### src/rtl/seqctl_pkg.sv
// Package: shared state encoding, opcode codes, bus source indices and
// select codes for the multicycle sequencer. Assumes a 4-bit opcode field.
package seqctl_pkg;

    localparam int OPW    = 4;
    localparam int NDRV   = 4;
    localparam int SELW   = 2;
    localparam int STATEW = 5;

    typedef enum logic [STATEW-1:0] {
        S_FETCH_A, S_FETCH_RD, S_FETCH_IR, S_DECODE,
        S_OPERATE, S_LEA, S_EA_PC, S_EA_BASE,
        S_PTR_RD, S_PTR_MAR, S_LD_RD, S_LD_WB,
        S_ST_DATA, S_ST_WR, S_JMP, S_LINK, S_JSR_GO,
        S_TRAP_VEC, S_TRAP_LINK, S_TRAP_RD, S_TRAP_PC
    } state_t;

    localparam logic [OPW-1:0] OP_ADD  = 4'b0001;
    localparam logic [OPW-1:0] OP_LD   = 4'b0010;
    localparam logic [OPW-1:0] OP_ST   = 4'b0011;
    localparam logic [OPW-1:0] OP_JSR  = 4'b0100;
    localparam logic [OPW-1:0] OP_AND  = 4'b0101;
    localparam logic [OPW-1:0] OP_LDR  = 4'b0110;
    localparam logic [OPW-1:0] OP_STR  = 4'b0111;
    localparam logic [OPW-1:0] OP_NOT  = 4'b1001;
    localparam logic [OPW-1:0] OP_LDI  = 4'b1010;
    localparam logic [OPW-1:0] OP_STI  = 4'b1011;
    localparam logic [OPW-1:0] OP_JMP  = 4'b1100;
    localparam logic [OPW-1:0] OP_LEA  = 4'b1110;
    localparam logic [OPW-1:0] OP_TRAP = 4'b1111;

    // bus source bit positions
    localparam int DRV_PC   = 0;
    localparam int DRV_MDR  = 1;
    localparam int DRV_ALU  = 2;
    localparam int DRV_ADDR = 3;

    localparam logic [SELW-1:0] PC_INC  = 2'd0;
    localparam logic [SELW-1:0] PC_ADDR = 2'd1;
    localparam logic [SELW-1:0] PC_BUS  = 2'd2;

    localparam logic [SELW-1:0] OFF_ZERO = 2'd0;
    localparam logic [SELW-1:0] OFF_6    = 2'd1;
    localparam logic [SELW-1:0] OFF_9    = 2'd2;
    localparam logic [SELW-1:0] OFF_11   = 2'd3;

    localparam logic [SELW-1:0] ALU_ADD  = 2'd0;
    localparam logic [SELW-1:0] ALU_AND  = 2'd1;
    localparam logic [SELW-1:0] ALU_NOT  = 2'd2;
    localparam logic [SELW-1:0] ALU_PASS = 2'd3;

    // true for states that wait on the memory handshake
    function automatic logic is_mem_state(state_t s);
        return (s == S_FETCH_RD) || (s == S_PTR_RD) || (s == S_LD_RD) ||
               (s == S_ST_WR) || (s == S_TRAP_RD);
    endfunction

    // true for opcodes whose register write also sets the condition codes
    function automatic logic sets_codes(logic [OPW-1:0] op);
        return (op == OP_ADD) || (op == OP_AND) || (op == OP_NOT) ||
               (op == OP_LD) || (op == OP_LDI) || (op == OP_LDR) ||
               (op == OP_LEA);
    endfunction

    // true for opcodes the sequencer executes
    function automatic logic is_known(logic [OPW-1:0] op);
        return sets_codes(op) || (op == OP_ST) || (op == OP_STI) ||
               (op == OP_STR) || (op == OP_JMP) || (op == OP_JSR) ||
               (op == OP_TRAP);
    endfunction

endpackage

### src/rtl/seqctl_next.sv
// Module: state register and next-state logic. Assumes the opcode is held
// stable by the instruction register from decode to the end of the
// instruction and that mem_ready is sampled only in memory states.
module seqctl_next
    import seqctl_pkg::*;
(
    input  logic           clk,
    input  logic           rst_n,
    input  logic [OPW-1:0] opcode,
    input  logic           mem_ready,
    output state_t         state
);

    state_t nxt;

    // choose the following state from the current state, opcode and handshake
    always_comb begin
        nxt = S_FETCH_A;
        case (state)
            S_FETCH_A:   nxt = S_FETCH_RD;
            S_FETCH_RD:  nxt = mem_ready ? S_FETCH_IR : S_FETCH_RD;
            S_FETCH_IR:  nxt = S_DECODE;
            S_DECODE: begin
                case (opcode)
                    OP_ADD, OP_AND, OP_NOT:        nxt = S_OPERATE;
                    OP_LEA:                        nxt = S_LEA;
                    OP_LD, OP_ST, OP_LDI, OP_STI:  nxt = S_EA_PC;
                    OP_LDR, OP_STR:                nxt = S_EA_BASE;
                    OP_JMP:                        nxt = S_JMP;
                    OP_JSR:                        nxt = S_LINK;
                    OP_TRAP:                       nxt = S_TRAP_VEC;
                    default:                       nxt = S_FETCH_A;
                endcase
            end
            S_EA_PC: begin
                if (opcode == OP_LDI || opcode == OP_STI) nxt = S_PTR_RD;
                else if (opcode == OP_LD)                 nxt = S_LD_RD;
                else                                      nxt = S_ST_DATA;
            end
            S_EA_BASE:   nxt = (opcode == OP_LDR) ? S_LD_RD : S_ST_DATA;
            S_PTR_RD:    nxt = mem_ready ? S_PTR_MAR : S_PTR_RD;
            S_PTR_MAR:   nxt = (opcode == OP_LDI) ? S_LD_RD : S_ST_DATA;
            S_LD_RD:     nxt = mem_ready ? S_LD_WB : S_LD_RD;
            S_ST_DATA:   nxt = S_ST_WR;
            S_ST_WR:     nxt = mem_ready ? S_FETCH_A : S_ST_WR;
            S_LINK:      nxt = S_JSR_GO;
            S_TRAP_VEC:  nxt = S_TRAP_LINK;
            S_TRAP_LINK: nxt = S_TRAP_RD;
            S_TRAP_RD:   nxt = mem_ready ? S_TRAP_PC : S_TRAP_RD;
            default:     nxt = S_FETCH_A;
        endcase
    end

    // advance the state, returning to the first fetch step on reset
    always_ff @(posedge clk) begin
        if (!rst_n) state <= S_FETCH_A;
        else        state <= nxt;
    end

    AST_MEM_HOLD: assert property (@(posedge clk) disable iff (!rst_n)
        (is_mem_state(state) && !mem_ready) |=> (state == $past(state)));

    AST_MEM_LEAVE: assert property (@(posedge clk) disable iff (!rst_n)
        (is_mem_state(state) && mem_ready) |=> (state != $past(state)));

    AST_UNKNOWN_REFETCH: assert property (@(posedge clk) disable iff (!rst_n)
        (state == S_DECODE && !is_known(opcode)) |=> (state == S_FETCH_A));

    AST_RESET_FETCH: assert property (@(posedge clk) disable iff (!rst_n)
        $rose(rst_n) |-> (state == S_FETCH_A));

endmodule

### src/rtl/seqctl_out.sv
// Module: Moore control decode. Maps each state (plus opcode in the operate
// step and bit 11 in the call step) to bus drivers, load enables, selects
// and memory strobes. Assumes unused selects may rest at their zero code.
module seqctl_out
    import seqctl_pkg::*;
(
    input  logic            clk,
    input  logic            rst_n,
    input  state_t          state,
    input  logic [OPW-1:0]  opcode,
    input  logic            ir_long,
    output logic [NDRV-1:0] bus_drv,
    output logic            ld_mar,
    output logic            ld_mdr,
    output logic            ld_ir,
    output logic            ld_pc,
    output logic            ld_reg,
    output logic            ld_cc,
    output logic [SELW-1:0] pc_sel,
    output logic            addr_sel,
    output logic            base_sel,
    output logic [SELW-1:0] off_sel,
    output logic            dst_sel,
    output logic            src_sel,
    output logic [SELW-1:0] alu_op,
    output logic            mdr_sel,
    output logic            mem_en,
    output logic            mem_we
);

    // produce the control word for the current step
    always_comb begin
        bus_drv = '0;  ld_mar = 1'b0; ld_mdr = 1'b0; ld_ir = 1'b0;
        ld_pc = 1'b0;  ld_reg = 1'b0; ld_cc = 1'b0;  pc_sel = PC_INC;
        addr_sel = 1'b0; base_sel = 1'b0; off_sel = OFF_ZERO;
        dst_sel = 1'b0;  src_sel = 1'b0;  alu_op = ALU_ADD;
        mdr_sel = 1'b0;  mem_en = 1'b0;   mem_we = 1'b0;
        case (state)
            S_FETCH_A: begin
                bus_drv[DRV_PC] = 1'b1; ld_mar = 1'b1; ld_pc = 1'b1;
            end
            S_FETCH_RD, S_PTR_RD, S_LD_RD, S_TRAP_RD: begin
                mem_en = 1'b1; ld_mdr = 1'b1; mdr_sel = 1'b1;
            end
            S_FETCH_IR: begin
                bus_drv[DRV_MDR] = 1'b1; ld_ir = 1'b1;
            end
            S_OPERATE: begin
                bus_drv[DRV_ALU] = 1'b1; ld_reg = 1'b1; ld_cc = 1'b1;
                case (opcode)
                    OP_AND:  alu_op = ALU_AND;
                    OP_NOT:  alu_op = ALU_NOT;
                    default: alu_op = ALU_ADD;
                endcase
            end
            S_LEA: begin
                bus_drv[DRV_ADDR] = 1'b1; ld_reg = 1'b1; ld_cc = 1'b1;
                off_sel = OFF_9;
            end
            S_EA_PC: begin
                bus_drv[DRV_ADDR] = 1'b1; ld_mar = 1'b1; off_sel = OFF_9;
            end
            S_EA_BASE: begin
                bus_drv[DRV_ADDR] = 1'b1; ld_mar = 1'b1;
                base_sel = 1'b1; off_sel = OFF_6;
            end
            S_PTR_MAR: begin
                bus_drv[DRV_MDR] = 1'b1; ld_mar = 1'b1;
            end
            S_LD_WB: begin
                bus_drv[DRV_MDR] = 1'b1; ld_reg = 1'b1; ld_cc = 1'b1;
            end
            S_ST_DATA: begin
                bus_drv[DRV_ALU] = 1'b1; ld_mdr = 1'b1;
                alu_op = ALU_PASS; src_sel = 1'b1;
            end
            S_ST_WR: begin
                mem_en = 1'b1; mem_we = 1'b1;
            end
            S_JMP: begin
                ld_pc = 1'b1; pc_sel = PC_ADDR; base_sel = 1'b1;
            end
            S_LINK, S_TRAP_LINK: begin
                bus_drv[DRV_PC] = 1'b1; ld_reg = 1'b1; dst_sel = 1'b1;
            end
            S_JSR_GO: begin
                ld_pc = 1'b1; pc_sel = PC_ADDR;
                base_sel = !ir_long;
                off_sel  = ir_long ? OFF_11 : OFF_ZERO;
            end
            S_TRAP_VEC: begin
                bus_drv[DRV_ADDR] = 1'b1; ld_mar = 1'b1; addr_sel = 1'b1;
            end
            S_TRAP_PC: begin
                bus_drv[DRV_MDR] = 1'b1; ld_pc = 1'b1; pc_sel = PC_BUS;
            end
            default: ;
        endcase
    end

    AST_ONE_DRIVER: assert property (@(posedge clk) disable iff (!rst_n)
        $onehot0(bus_drv));

    AST_CC_WRITERS: assert property (@(posedge clk) disable iff (!rst_n)
        ld_cc |-> (ld_reg && sets_codes(opcode)));

    AST_WRITE_NEEDS_EN: assert property (@(posedge clk) disable iff (!rst_n)
        mem_we |-> (mem_en && !ld_mdr));

    AST_REG_HAS_SOURCE: assert property (@(posedge clk) disable iff (!rst_n)
        ld_reg |-> (bus_drv != '0));

endmodule

### src/rtl/mc_sequencer.sv
// Module: top of the multicycle control sequencer. Joins the state
// register with the control decode. Assumes opcode and ir_long come from
// the instruction register and mem_ready from a synchronous memory.
module mc_sequencer
    import seqctl_pkg::*;
(
    input  logic        clk,
    input  logic        rst_n,
    input  logic [3:0]  opcode,
    input  logic        ir_long,
    input  logic        mem_ready,
    output logic [3:0]  bus_drv,
    output logic        ld_mar,
    output logic        ld_mdr,
    output logic        ld_ir,
    output logic        ld_pc,
    output logic        ld_reg,
    output logic        ld_cc,
    output logic [1:0]  pc_sel,
    output logic        addr_sel,
    output logic        base_sel,
    output logic [1:0]  off_sel,
    output logic        dst_sel,
    output logic        src_sel,
    output logic [1:0]  alu_op,
    output logic        mdr_sel,
    output logic        mem_en,
    output logic        mem_we
);

    state_t state;

    seqctl_next i_next (
        .clk       (clk),
        .rst_n     (rst_n),
        .opcode    (opcode),
        .mem_ready (mem_ready),
        .state     (state)
    );

    seqctl_out i_out (
        .clk      (clk),
        .rst_n    (rst_n),
        .state    (state),
        .opcode   (opcode),
        .ir_long  (ir_long),
        .bus_drv  (bus_drv),
        .ld_mar   (ld_mar),
        .ld_mdr   (ld_mdr),
        .ld_ir    (ld_ir),
        .ld_pc    (ld_pc),
        .ld_reg   (ld_reg),
        .ld_cc    (ld_cc),
        .pc_sel   (pc_sel),
        .addr_sel (addr_sel),
        .base_sel (base_sel),
        .off_sel  (off_sel),
        .dst_sel  (dst_sel),
        .src_sel  (src_sel),
        .alu_op   (alu_op),
        .mdr_sel  (mdr_sel),
        .mem_en   (mem_en),
        .mem_we   (mem_we)
    );

    AST_STALL_STABLE: assert property (@(posedge clk) disable iff (!rst_n)
        (mem_en && !mem_ready) |=> ($stable(mem_en) && $stable(mem_we) && $stable(ld_mdr)));

endmodule

### config.mk
export PLATFORM = sky130hd
export DESIGN_NAME = mc_sequencer
export DESIGN_NICKNAME = d
export VERILOG_FILES = /design/src/rtl/seqctl_pkg.sv /design/src/rtl/seqctl_next.sv /design/src/rtl/seqctl_out.sv /design/src/rtl/mc_sequencer.sv
export SDC_FILE = /design/constraint.sdc
export NUM_CORES = 1
export LEC_CHECK = 0
export ABC_AREA = 1
export CORE_MARGIN = 2
export CORE_UTILIZATION = 40
export CTS_BUF_LIST = sky130_fd_sc_hd__clkbuf_8
export CTS_CLUSTER_DIAMETER = 40
export DETAILED_ROUTE_END_ITERATION = 10
export DONT_BUFFER_PORTS = 1
export PLACE_DENSITY = 0.51
export SLEW_MARGIN = 20
export SYNTH_ARGS = -nofsm -noshare
export SYNTH_HDL_FRONTEND = slang
export SYNTH_SLANG_ARGS = --single-unit
### constraint.sdc
create_clock -name clk -period 2 [get_ports clk]
set_input_delay 0.5 -clock clk [delete_from_list [all_inputs] [get_ports clk]]
set_output_delay 0.5 -clock clk [all_outputs]
set_load 0.03 [all_outputs]
After elaboration in Yosys (flattened, before gate mapping). Memory sizes are Yosys's and may differ from the RTL's. Cells that the tools add are included.

Register bits after elaboration: 5. Memory bits (read-only): 80. Bits of input ports: 8. Logic and storage cells: 78. Memories kept: 1.

Memory list: (name not given) (words 16, width 5, read ports 1, clocked after memory_dff 0, write ports 0, RTL line seqctl_next.sv:24) `case (opcode)`.

Equal/unequal tests: 26. Muxes and demuxes: 32. Reductions and logical operators: 18.

Operators by type and width (number): 5-bit case mux with 15 select lines (1); 5-bit by 4-bit == test with 1-bit output (second input constant) (8); 5-bit == test (second input constant) (5); 5-bit by 3-bit == test with 1-bit output (second input constant) (4); 5-bit OR reduction (4); 1-bit two-way mux (18); 4-bit OR reduction (4); 4-bit == test (second input constant) (3); 3-bit two-way mux (4); 2-bit case mux with 2 select lines (3); 5-bit by 2-bit == test with 1-bit output (second input constant) (2); 2-bit OR reduction (5); 4-bit by 3-bit == test with 1-bit output (second input constant) (2); 2-bit case mux with 3 select lines (1); 3-bit OR reduction (2); 5-bit by 1-bit == test with 1-bit output (second input constant) (1); 5-bit zero test (1); 5-bit two-way mux (1); 4-bit by 2-bit == test with 1-bit output (second input constant) (1); 2-bit two-way mux (2); 4-bit two-way mux (1); 1-bit case mux with 2 select lines (1); 1-bit zero test (1); 1-bit logical OR (1).

Logic depth before layout (Yosys ltp). Gate-level depths: netlist of the first run.

Depth in word-level cells: 4. Depth in mapped cells: 10. Depth with buffers taken out: 9.

Modules after synthesis. Synthesis of the first run repeated with hierarchy kept, for this count alone.

Cells, all modules: 179. Area total of the unflattened synthesis: 860.8 um^2.

Modules (own cells, without submodules): seqctl_next (times used 1, cells an instance 99, area each 518.0 um^2, sequential area each 100.1 um^2); seqctl_out (times used 1, cells an instance 80, area each 342.8 um^2, sequential area each 0.0 um^2).

Worst setup path after synthesis of the first run. Ideal clock, no wire load.

Path type: register -> output. Start: register i_next.state[1]. End: output alu_op[0]. Arrival: 1.752 ns. Required time: 1.500 ns. Path slack: -0.252 ns. Stages on the path, launching flop included: 7. Path buffers: 1. Cell sequence: dfxtp_1 buf_2 nor2_1 nand2_1 nor2_1 inv_1 nor2_1.

Cells in the longest elaborated chain, start to end: 2.

Ends and longest elaborated chain: from (decl) (RTL line seqctl_next.sv:11) `output state_t state`; from (signal assigned) (RTL line seqctl_next.sv:57) `else state <= nxt;`; 5-bit by 4-bit == test with 1-bit output / 5-bit by 3-bit == test with 1-bit output (equally long branches) (RTL line seqctl_out.sv:38) `case (state)`; 2-bit case mux with 2 select lines * (RTL line seqctl_out.sv:38); to (decl) (RTL line mc_sequencer.sv:25) `output logic [1:0] alu_op,`.

Mark *: on every way between the ends. The rest lies on a longest branch, timed or not.

Worst setup path after layout of the first run.
Start: register i_next.state[2]. End: output base_sel.

Cells in the longest elaborated chain, start to end: 3.

Ends and longest elaborated chain: 5-bit by 3-bit == test with 1-bit output / 5-bit by 4-bit == test with 1-bit output (equally long branches) (RTL line seqctl_out.sv:38); 2-bit OR reduction (no line); 1-bit case mux with 2 select lines * (RTL line seqctl_out.sv:38); to (decl) (RTL line mc_sequencer.sv:21) `output logic base_sel,`.

Marks and branches as above.

==> qor_table.md, run 1 <==
| Item | Reported | Unit |
|---|---|---|
| Starting Density | 0.412 | - |
| Core Util, Final | 0.566 | - |
| Worst setup slack before clock tree synthesis | 0.114 | ns |
| Sequential cell area | 116 | um^2 |
| Endpoint type of the worst setup path | primary output | - |
| Number of antenna diodes | 0 | - |
| Number of fillers in the final layout | 221 | - |
| Final wirelength | 2400 | um |
| Instance area at placement | 972 | um^2 |
| Clk sinks | 5 | - |
| Post-layout minimum cycle time | 1.90 | ns |
| Drt initial violations | 31 | - |
| Vertical die dimension | 48.5 | um |
| Via density per instance | 5.11 | - |
| Number of instances in the synthesized netlist | 157 | - |
| Post-detailed-route count of antenna-violating nets | 0 | - |
| Avg Synthesized Cell Area | 5.04 | um^2 |
| Slew Viols, Final | 0 | - |
| Via total after detailed routing | 1032 | - |
| Met1 WL | 1050 | um |
| Data arrival at the endpoint of the critical path | 1.40 | ns |
| Post-synth design cell area | 792 | um^2 |
| Number of unique standard cell types used by synthesis | 22 | - |
| Leading cell types in the layout, fill and taps excluded | sky130_fd_sc_hd__nand2_1 (32), sky130_fd_sc_hd__nor2_1 (32), sky130_fd_sc_hd__inv_1 (23), sky130_fd_sc_hd__nand3_1 (20), sky130_fd_sc_hd__buf_4 (14) | - |
| Tightest Pin Transition | 0.327 | ns |
| Top layer reached by signal wires | met3 | - |
| Final worst slack | 0.0967 | ns |
| Final worst-path cycle share | 0.952 | - |
| Outcome | finished clean | - |
| Global route total overflow | 0 | - |
| Number of placed I/O pins | 31 | - |
| PortBufs | 0 | - |
| Largest driver fanout on the critical path | 6 | - |
| Worst setup skew after layout | 0.00129 | ns |
| Final std cell area, no fill | 0.00109 | mm^2 |
| Worst ir drop on vdd | 630 | uV |
| Area of the die | 0.00235 | mm^2 |
| Most flops, register | i_next.state | - |
| Pin count of the biggest net entering global routing | 11 | - |
| Flip-flop count of the largest register after layout | 5 | - |
| Registers with the most flip-flops | i_next.state: 5 flops | - |
| Worst setup SP type | flop | - |
| Cts bufs inserted | 3 | - |
| Met3 Routed Length | 143 | um |
| CTS max path bufs | 2 | - |
| Number of hold buffers added after CTS | 0 | - |
| Worst setup path category | flop to primary output | - |
| Max-capacitance violation count | 0 | - |
| Count of TritonRoute iterations in the first routing pass | 5 | - |
| Final setup vio count | 0 | - |
| Synth Register Bits | 5 | - |
| Final Hold Slack | 0.392 | ns |
| CTS Root Buffer Type | sky130_fd_sc_hd__clkbuf_8 | - |
| Layout cell share with drive strength beyond 1 | 0.297 | - |
| Std-Cell Core Area | 0.00192 | mm^2 |
| Clock Pin Slew Worst Setup and Hold Paths | 0.04 | ns |
| Pwr Density | 573 | mW/mm^2 |
| Synthesis-to-finish area growth | 37.4 | % |
| Vias in the first global route | 959 | - |
| Detailed-route DRC error count | 0 | - |
| Antenna violations before repair | 0 | - |
| Hold crit path type | primary input to flop | - |
| Leakage power | 0.575 | nW |
| Fmax achieved | 0.525 | GHz |
| Global-route wire length before repair | 4200 | um |
| Setup repair after global routing missed its margin | true | - |
| Area of the multi-input gates | 647 | um^2 |
| Sequential-to-total area share from yosys stat | 0.126 | - |
| Net count after synthesis | 165 | - |
| Site Rows | 16 | - |
| Relative slew slack | 0.781 | - |
| Gpl congestion | 0.918 | - |
| Routed wire length per instance | 11.9 | um |
| Total count of hold-check failures in the final report | 0 | - |
| Synth Warn # | 0 | - |
| Clock latency on the worst-skew pair | 0.22 | ns |
| GRT Resource Usage Total | 0.221 | - |
| Met2 routed WL | 1210 | um |
| Half-perimeter wire length of the detailed placement result | 1990 | um |
| Aggregate negative setup slack | 0 | ns |
| Req. time, crit path | 1.50 | ns |
| Die extent in x | 48.5 | um |
| Number of levels in the clock H-tree | 1 | - |
| TritonCTS clock tree | built | - |
| # nets final | 184 | - |
-- timing repair --
item | in CTS | in global routing
gates resized for setup | 9 | 15
endpoints found under the setup margin | 13 | 13
buffers inserted | 0 | 0
pin swaps | 0 | 4
-- metal layers --
metal  GRT usage  up-vias
met1       0.266      467
met5           0        -
li1            -      529
met3      0.0463        0
met4      0.0429        0
met2       0.405       36
-- synth_stat cells (all sizes together) --
| library cell | instances | area (um^2) |
|---|---|---|
| nand2 | 38 | 155 |
| o211ai | 4 | 35.0 |
| o21ai | 5 | 25.0 |
| nand3 | 22 | 110 |
| a21oi | 5 | 25.0 |
| nor3 | 2 | 15.0 |
| nor2 | 42 | 178 |
| nand4 | 2 | 12.5 |
| a31oi | 1 | 6.26 |
| inv | 26 | 97.6 |
| or2 | 2 | 12.5 |
| clkinv | 1 | 3.75 |
| dfxtp | 5 | 100 |
| buf | 2 | 16.3 |
-- stage by stage --
step | power [W] | instances
3_5_place_dp | 0.000428 | 198
4_1_cts | 0.000621 | 202
5_1_grt | 0.000674 | 202
3_3_place_gp | 0.000430 | 198
6_report | 0.000624 | 202
2_1_floorplan | 0.000352 | 157
-- worst max-delay path, stage by stage, from the launching register on --
cell and delay, ns:
sky130_fd_sc_hd__dfxtp_4 0.37, sky130_fd_sc_hd__nor2_4 0.20, sky130_fd_sc_hd__nand2_4 0.10, sky130_fd_sc_hd__nor2_2 0.10
sky130_fd_sc_hd__inv_1 0.06, sky130_fd_sc_hd__o211ai_1 0.16, sky130_fd_sc_hd__buf_4 0.19
-- power breakdown --
part	total, W	switching [W]	leakage (nW)	internal [W]
sequential	0.000137	0.0000275	0.0441	0.000110
clock	0.000179	0.0000480	0.0269	0.000131
combinational	0.000307	0.000210	0.504	0.0000970
-- layout make-up --
type / count / share of cell area
multi-input cells: 123 / 0.594
repair buffers: 16 / 0.133
flip-flops and latches: 5 / 0.107
inverters: 27 / 0.0931
clock buffers: 3 / 0.0379
well taps: 27 / 0.0310
clock inverters: 1 / 0.00345
-- worst paths after layout --
check                  startpoint         endpoint  slack [ns]  cells past startpoint
setup reg to reg  i_next.state[2]  i_next.state[0]        0.72                      8
setup / recovery  i_next.state[2]         base_sel         0.1                      6
hold reg to reg   i_next.state[4]  i_next.state[1]        0.75                      4
hold / removal              rst_n  i_next.state[0]        0.39                      2
-- logic make-up after synthesis --
family                 synth area share
AO/OA/AOI/OAI                     0.115
buffers and inverters             0.148
flip-flops                        0.126
AND/OR/NAND/NOR                   0.610
Power figures use the tool's default switching activity.
==> inputs of run 2 (changes only) <==
==> constraint.sdc (replaced) <==
create_clock -name clk -period 2 [get_ports clk]
set_input_delay 0.2 -clock clk [delete_from_list [all_inputs] [get_ports clk]]
set_output_delay 0.2 -clock clk [all_outputs]
set_load 0.03 [all_outputs]
==> qor_table.md, run 2 (synthesis gave the netlist of run 1 again) <==
| Item | Reported | Unit | Change |
|---|---|---|---|
| Leakage power | 0.514 | nW | -11% |
| TritonCTS clock tree | built | - |  |
| Std-Cell Core Area | 0.00192 | mm^2 | unchanged |
| Worst reg2reg path endpoint | i_next.state[1] | - |  |
| Flip-flop count of the largest register after layout | 5 | - | unchanged |
| Die extent in x | 48.5 | um | unchanged |
| Drt initial violations | 37 | - | +19% |
| Relative slew slack | 0.737 | - | -0.0445 |
| Register-to-register setup slack | 0.60 | ns | -0.12 ns |
| Max-capacitance violation count | 0 | - | unchanged |
| Final worst-path cycle share | 0.898 | - | -0.0535 |
| Fmax achieved | 0.557 | GHz | +6.0% |
| # nets final | 179 | - | -2.7% |
| Worst setup skew after layout | 0.00113 | ns | -0.000153 ns |
| CTS Root Buffer Type | sky130_fd_sc_hd__clkbuf_8 | - |  |
| PortBufs | 0 | - | unchanged |
| Req. time, crit path | 1.80 | ns | +0.30 ns |
| Post-layout minimum cycle time | 1.80 | ns | -0.107 ns |
| Via total after detailed routing | 1020 | - | -1.2% |
| Aggregate negative setup slack | 0 | ns | unchanged |
| Slew Viols, Final | 0 | - | unchanged |
| Leading cell types in the layout, fill and taps excluded | sky130_fd_sc_hd__nor2_1 (35), sky130_fd_sc_hd__nand2_1 (33), sky130_fd_sc_hd__inv_1 (25), sky130_fd_sc_hd__nand3_1 (22), sky130_fd_sc_hd__buf_4 (11) | - |  |
| Hold path startpoint | rst_n | - |  |
| Half-perimeter wire length of the detailed placement result | 1950 | um | -2.1% |
| Setup repair after global routing missed its margin | false | - |  |
| Largest driver fanout on the critical path | 9 | - | +3 |
| Worst setup path category | flop to primary output | - |  |
| Number of placed I/O pins | 31 | - | unchanged |
| Pin count of the biggest net entering global routing | 11 | - | unchanged |
| Antenna violations before repair | 0 | - | unchanged |
| Registers with the most flip-flops | i_next.state: 5 flops | - |  |
| Post-detailed-route count of antenna-violating nets | 0 | - | unchanged |
| Vias in the first global route | 917 | - | -4.4% |
| Area of the die | 0.00235 | mm^2 | unchanged |
| Clk sinks | 5 | - | unchanged |
| GRT Resource Usage Total | 0.197 | - | -0.0238 |
| Via density per instance | 5.18 | - | +1.3% |
| Cts bufs inserted | 3 | - | unchanged |
| Synthesis-to-finish area growth | 18.8 | % |  |
| Hold crit path type | primary input to flop | - |  |
| Endpoint type of the worst setup path | primary output | - |  |
| Gpl congestion | 0.859 | - | -6.5% |
| Clock latency on the worst-skew pair | 0.22 | ns | about the same |
| Global-route wire length before repair | 3810 | um | -9.2% |
| Detailed-route DRC error count | 0 | - | unchanged |
| Worst hold path stage count | 2 | - | unchanged |
| Most flops, register | i_next.state | - |  |
| Pwr Density | 617 | mW/mm^2 | +7.7% |
| CTS resizes | 0 | - | -9 |
| Number of antenna diodes | 0 | - | unchanged |
| Worst setup SP type | flop | - |  |
| Final wirelength | 2310 | um | -3.9% |
| Final worst slack | 0.204 | ns | +0.107 ns |
| Number of levels in the clock H-tree | 1 | - | unchanged |
| Global route total overflow | 0 | - | unchanged |
| Routed wire length per instance | 11.7 | um | -1.5% |
| CTS max path bufs | 2 | - | unchanged |
| Layout cell share with drive strength beyond 1 | 0.194 | - | -0.103 |
| Most common cell after layout, fill and taps aside | sky130_fd_sc_hd__nor2_1 | - |  |
| Vertical die dimension | 48.5 | um | unchanged |
| Worst setup slack before clock tree synthesis | 0.288 | ns | +0.174 ns |
| Starting Density | 0.412 | - | unchanged |
| Data arrival at the endpoint of the critical path | 1.60 | ns | +0.20 ns |
| Count of TritonRoute iterations in the first routing pass | 4 | - | -1 |
| Number of hold buffers added after CTS | 0 | - | unchanged |
| Total count of hold-check failures in the final report | 0 | - | unchanged |
| Clock Pin Slew Worst Setup and Hold Paths | 0.04 | ns | about the same |
| Tightest Pin Transition | 0.394 | ns | +0.0671 ns |
| Outcome | finished clean | - |  |
| Hold path endpoint | i_next.state[0] | - |  |
| Site Rows | 16 | - | unchanged |
| R2R depth | 9 | - | +1 |
| Number of setup buffers added after CTS | 0 | - | unchanged |
| Reg-to-reg critical path startpoint | i_next.state[1] | - |  |
| Worst ir drop on vdd | 406 | uV | -36% |
| Final setup vio count | 0 | - | unchanged |
==> run 2: how the worst max path moves through the flow <==
stage,startpoint,end,slack (ns),depth (start not counted)
after floorplan,i_next.state[1],alu_op[0],0.05,6
after global placement,i_next.state[4],ld_reg,0.32,5
after detailed placement,i_next.state[4],ld_reg,0.29,5
after CTS,i_next.state[4],ld_reg,0.06,5
after global routing,i_next.state[3],ld_reg,0.06,5
final,i_next.state[3],base_sel,0.20,6
==> run 2: worst max-delay path, cell delays in order (launching register included) <==
cell and delay, ns:
sky130_fd_sc_hd__dfxtp_1 0.35, sky130_fd_sc_hd__nor2_2 0.33, sky130_fd_sc_hd__nand2_2 0.15, sky130_fd_sc_hd__nor2_1 0.14, sky130_fd_sc_hd__inv_1 0.06, sky130_fd_sc_hd__o211ai_1 0.15
sky130_fd_sc_hd__buf_4 0.18
==> run 2: through the flow <==
stage	power [W]	instances	area, um^2	util	hold WS [ns]
after detailed placement	0.000402	193	892	0.464	0.315
after global routing	0.000618	197	941	0.490	0.106
after floorplan	0.000348	157	792	-	0.298
after CTS	0.000581	197	937	0.488	0.0957
after global placement	0.000405	193	892	0.464	0.307
final	0.000580	197	941	0.490	0.0958
==> run 2: report_power, final <==
part | internal, W | switching, W
Clock | 0.000131 | 0.0000458
Combinational | 0.0000723 | 0.000199
Sequential | 0.000108 | 0.0000234
Total | 0.000312 | 0.000268
==> run 2: layout make-up <==
| cell class | count | area, um^2 |
|---|---|---|
| clock inverters | 1 | 3.75 |
| repair buffers | 11 | 82.6 |
| well taps | 27 | 33.8 |
| multi-input cells | 123 | 577 |
| clock buffers | 3 | 41.3 |
| inverters | 27 | 101 |
| fillers | 244 | 981 |
| flip-flops and latches | 5 | 101 |
==> run 2: routing by layer <==
layer	up-vias	global-route usage	part of all wire
met4	0	0.0381	0.0022
met1	450	0.242	0.43
met5	-	0	0
met3	2	0.0247	0.063
li1	524	-	-
met2	44	0.368	0.51
==> inputs of run 3 (changes only) <==
--- a/config.mk
+++ b/config.mk
@@ -5,7 +5,6 @@
 export SDC_FILE = /design/constraint.sdc
 export NUM_CORES = 1
 export LEC_CHECK = 0
-export ABC_AREA = 1
 export CORE_MARGIN = 2
 export CORE_UTILIZATION = 40
 export CTS_BUF_LIST = sky130_fd_sc_hd__clkbuf_8
==> constraint.sdc (replaced) <==
create_clock -name clk -period 1.7 [get_ports clk]
set_input_delay 0.255 -clock clk [delete_from_list [all_inputs] [get_ports clk]]
set_output_delay 0.255 -clock clk [all_outputs]
set_load 0.03 [all_outputs]
==> qor_table.md, run 3 <==
| Item | Reported | Unit | Change |
|---|---|---|---|
| Outcome | finished clean | - |  |
| Final wirelength | 3460 | um | +50% |
| Post-layout minimum cycle time | 1.68 | ns |  |
| Synth Warn # | 0 | - | unchanged |
| Most common cell in the synthesized netlist | sky130_fd_sc_hd__a21oi_1 | - |  |
| Post-synth design cell area | 0.00102 | mm^2 | +29% |
| Starting Density | 0.415 | - | +0.00328 |
| Clock latency on the worst-skew pair | 0.23 | ns | about the same |
| CTS max path bufs | 2 | - | unchanged |
| Endpoint type of the worst setup path | primary output | - |  |
| Pwr Density | 557 | mW/mm^2 | -9.7% |
| Destination of the critical timing path | mem_en | - |  |
| Leading cell types in the layout, fill and taps excluded | sky130_fd_sc_hd__buf_4 (46), sky130_fd_sc_hd__nand2b_1 (10), sky130_fd_sc_hd__nand3_1 (10), sky130_fd_sc_hd__a21oi_1 (10), sky130_fd_sc_hd__nor2_1 (9) | - |  |
| Vias in the first global route | 1149 | - | +25% |
| Registers with the most flip-flops | i_next.state: 5 flops | - |  |
| Total power consumption of the routed design | 0.000844 | W | +45% |
| Final setup vio count | 0 | - | unchanged |
| Number of antenna diodes | 0 | - | unchanged |
| Cts bufs inserted | 3 | - | unchanged |
| Drt initial violations | 40 | - | +8.1% |
| Net count after synthesis | 158 | - | -4.2% |
| Tightest Pin Transition | 0.383 | ns | -0.0112 ns |
| Synth Register Bits | 5 | - | unchanged |
| Fraction of post-synthesis cell area in the top cell type by area | 0.0982 | - | -0.0725 |
| # nets final | 199 | - | +11% |
| Cell breakdown of the critical path | or3b_1 -> a21oi_2 -> o21bai_2 -> nand2b_1 -> buf_6 | - |  |
| Site Rows | 18 | - | +2 |
| Global-route wire length before repair | 5360 | um | +41% |
| Total count of hold-check failures in the final report | 0 | - | unchanged |
| Post-detailed-route count of antenna-violating nets | 0 | - | unchanged |
| Number of levels in the clock H-tree | 1 | - | unchanged |
| Number of placed I/O pins | 31 | - | unchanged |
| Die extent in x | 54.5 | um | +12% |
| Worst setup path category | flop to primary output | - |  |
| Synthesis-to-finish area growth | 48.6 | % |  |
| Avg Synthesized Cell Area | 6.80 | um^2 | +35% |
| Most flops, register | i_next.state | - |  |
| Finished Layout Cells | 220 | - | +12% |
| Req. time, crit path | 1.44 | ns | -0.36 ns |
| Number of fillers in the final layout | 231 | - | -5.3% |
| Worst stage delay on the critical path | 0.39 | ns | +0.04 ns |
| Top FF cell, synth | sky130_fd_sc_hd__dfxtp_1 | - |  |
| Pin count of the biggest net entering global routing | 13 | - | +2 |
| Leakage power | 0.637 | nW | +24% |
| Number of flops mapped to enable cells by yosys | 0 | - | unchanged |
| Flip-flop count of the largest register after layout | 5 | - | unchanged |
| Antenna violations before repair | 0 | - | unchanged |
| Global route total overflow | 0 | - | unchanged |
| Relative slew slack | 0.741 | - | +0.00432 |
| CP startpoint | i_next.state[1] | - |  |
| Vertical die dimension | 54.5 | um | +12% |
| CTS Root Buffer Type | sky130_fd_sc_hd__clkbuf_8 | - |  |
| Routed wire length per instance | 15.7 | um | +34% |
| Number of hold buffers added after CTS | 0 | - | unchanged |
| Worst setup skew after layout | 0.00502 | ns | +0.00389 ns |
| Slowest cell on the critical path | sky130_fd_sc_hd__or3b_1 | - |  |
| Final worst-path cycle share | 0.991 | - |  |
| Std-Cell Core Area | 0.00245 | mm^2 | +28% |
| Async set or reset register ratio after synthesis | 0 | - | unchanged |
| Count of TritonRoute iterations in the first routing pass | 4 | - | unchanged |
| Max-capacitance violation count | 0 | - | unchanged |
| Number of instances in the synthesized netlist | 150 | - | -4.5% |
| Slew Viols, Final | 0 | - | unchanged |
| Sequential-to-total area share from yosys stat | 0.0982 | - | -0.0282 |
| Layout cell share with drive strength beyond 1 | 0.484 | - | +0.290 |
| Clk sinks | 5 | - | unchanged |
| PortBufs | 0 | - | unchanged |
| Core Util, Final | 0.617 | - | +0.128 |
| Worst ir drop on vdd | 355 | uV | -13% |
| Via total after detailed routing | 1313 | - | +29% |
| Number of unique standard cell types used by synthesis | 49 | - | +120% |
| Hold crit path type | primary input to flop | - |  |
| Top post-synthesis cells by area | sky130_fd_sc_hd__dfxtp_1 (9.8%), sky130_fd_sc_hd__a21oi_1 (6.9%), sky130_fd_sc_hd__nand2b_1 (6.1%) | - |  |
| Dpl cells | 207 | - | +7.3% |
| Via density per instance | 5.97 | - | +15% |
| Aggregate negative setup slack | 0 | ns | unchanged |
| Post-synth top cells | sky130_fd_sc_hd__a21oi_1 (14), sky130_fd_sc_hd__nor2_1 (13), sky130_fd_sc_hd__nand2b_1 (10), sky130_fd_sc_hd__nand3_1 (10), sky130_fd_sc_hd__nand2_1 (9) | - |  |
| R2R depth | 6 | - | -3 |
| TritonCTS clock tree | built | - |  |
| Fmax achieved | 0.594 | GHz |  |
| Gpl congestion | 0.831 | - | -3.2% |
| Reg-to-reg critical path startpoint | i_next.state[0] | - |  |
| Half-perimeter wire length of the detailed placement result | 2450 | um | +26% |
| Biggest area consumer among synthesized cells | sky130_fd_sc_hd__dfxtp_1 | - |  |
| Setup repair after global routing missed its margin | true | - |  |
| Worst setup SP type | flop | - |  |
| Detailed-route DRC error count | 0 | - | unchanged |
| Register-to-register setup slack | 0.10 | ns | -0.50 ns |
| Clock Pin Slew Worst Setup and Hold Paths | 0.04 | ns | about the same |
| Most common cell after layout, fill and taps aside | sky130_fd_sc_hd__buf_4 | - |  |
| Area of the die | 0.00297 | mm^2 | +26% |
| GRT Resource Usage Total | 0.248 | - | +0.0507 |
| Largest driver fanout on the critical path | 6 | - | -3 |
| Data arrival at the endpoint of the critical path | 1.43 | ns | -0.17 ns |
| Worst reg2reg path endpoint | i_next.state[2] | - |  |
-- run 3: cell count changes after synthesis, sizes merged, moves of 5 or more --
cell,delta
nand3,-12
a21oi,+9
nand2,-29
nor2,-29
and3,+5
clkbuf,+5
nor2b,+5
inv,-23
nand2b,+10
nand3b,+5
buf,+12
-- run 3: cell families (layout without fill, tap and decap cells) --
kind of cell | count (synthesis) | after routing | share of synthesized area
simple gates | 78 | 78 | 0.453
flops | 5 | 5 | 0.0982
compound gates | 43 | 43 | 0.307
buf+inv | 22 | 62 | 0.125
xor+xnor | 2 | 2 | 0.0172
-- run 3: how the worst min path moves through the flow --
stage | start | end | slack (ns) | depth (start not counted)
after global routing | opcode[2] | i_next.state[3] | 0.18 | 2
after floorplan | rst_n | i_next.state[2] | 0.43 | 2
after CTS | opcode[2] | i_next.state[3] | 0.17 | 2
after global placement | opcode[2] | i_next.state[3] | 0.42 | 2
after detailed placement | opcode[2] | i_next.state[3] | 0.42 | 2
final | opcode[2] | i_next.state[3] | 0.17 | 2
-- run 3: timing repair --
item	CTS	global route
endpoints found under the setup margin	21	16
gates resized for setup	19	15
pin swaps	3	2
setup buffers	4	5
-- run 3: critical path: cells and delay by family (launching register included) --
family | cells | cell delay (ns)
flops | 1 | 0.35
compound gates | 2 | 0.23
simple gates | 2 | 0.49
buf+inv | 1 | 0.13
-- run 3: where the power goes --
group / internal [W] / switching, W / leakage, nW / total (W)
sequential: 0.000124 / 0.0000136 / 0.0444 / 0.000138
clock: 0.000159 / 0.0000740 / 0.0255 / 0.000233
combinational: 0.000208 / 0.000266 / 0.567 / 0.000474
-- run 3: per-stage QoR --
stage,worst slack [ns],hold slack (ns),cell area [um^2]
finish,0.0155,0.174,1520
detailed placement,0.0110,0.423,1330
floorplan,-0.273,0.431,1060
global placement,0.0218,0.420,1330
global route,-0.0670,0.177,1520
CTS,-0.00284,0.171,1450
-- run 3: per-layer routing --
metal  wire length [um]  global-route usage  up-vias
met1               1490               0.336      622
met5                  0                   0        -
met3                219              0.0519        2
li1                   -                   -      637
met4                 16              0.0250        0
met2               1740               0.416       52
-- run 3: cell type report --
| type | count | area, um^2 | share of cell area |
|---|---|---|---|
| clock inverter | 1 | 5.00 | 0.00330 |
| multi-input combinational | 123 | 873 | 0.576 |
| sequential | 5 | 119 | 0.0784 |
| clock buffer | 3 | 41.3 | 0.0273 |
| timing repair buffer | 55 | 428 | 0.282 |
| tap | 30 | 37.5 | 0.0248 |
| inverter | 3 | 11.3 | 0.00743 |
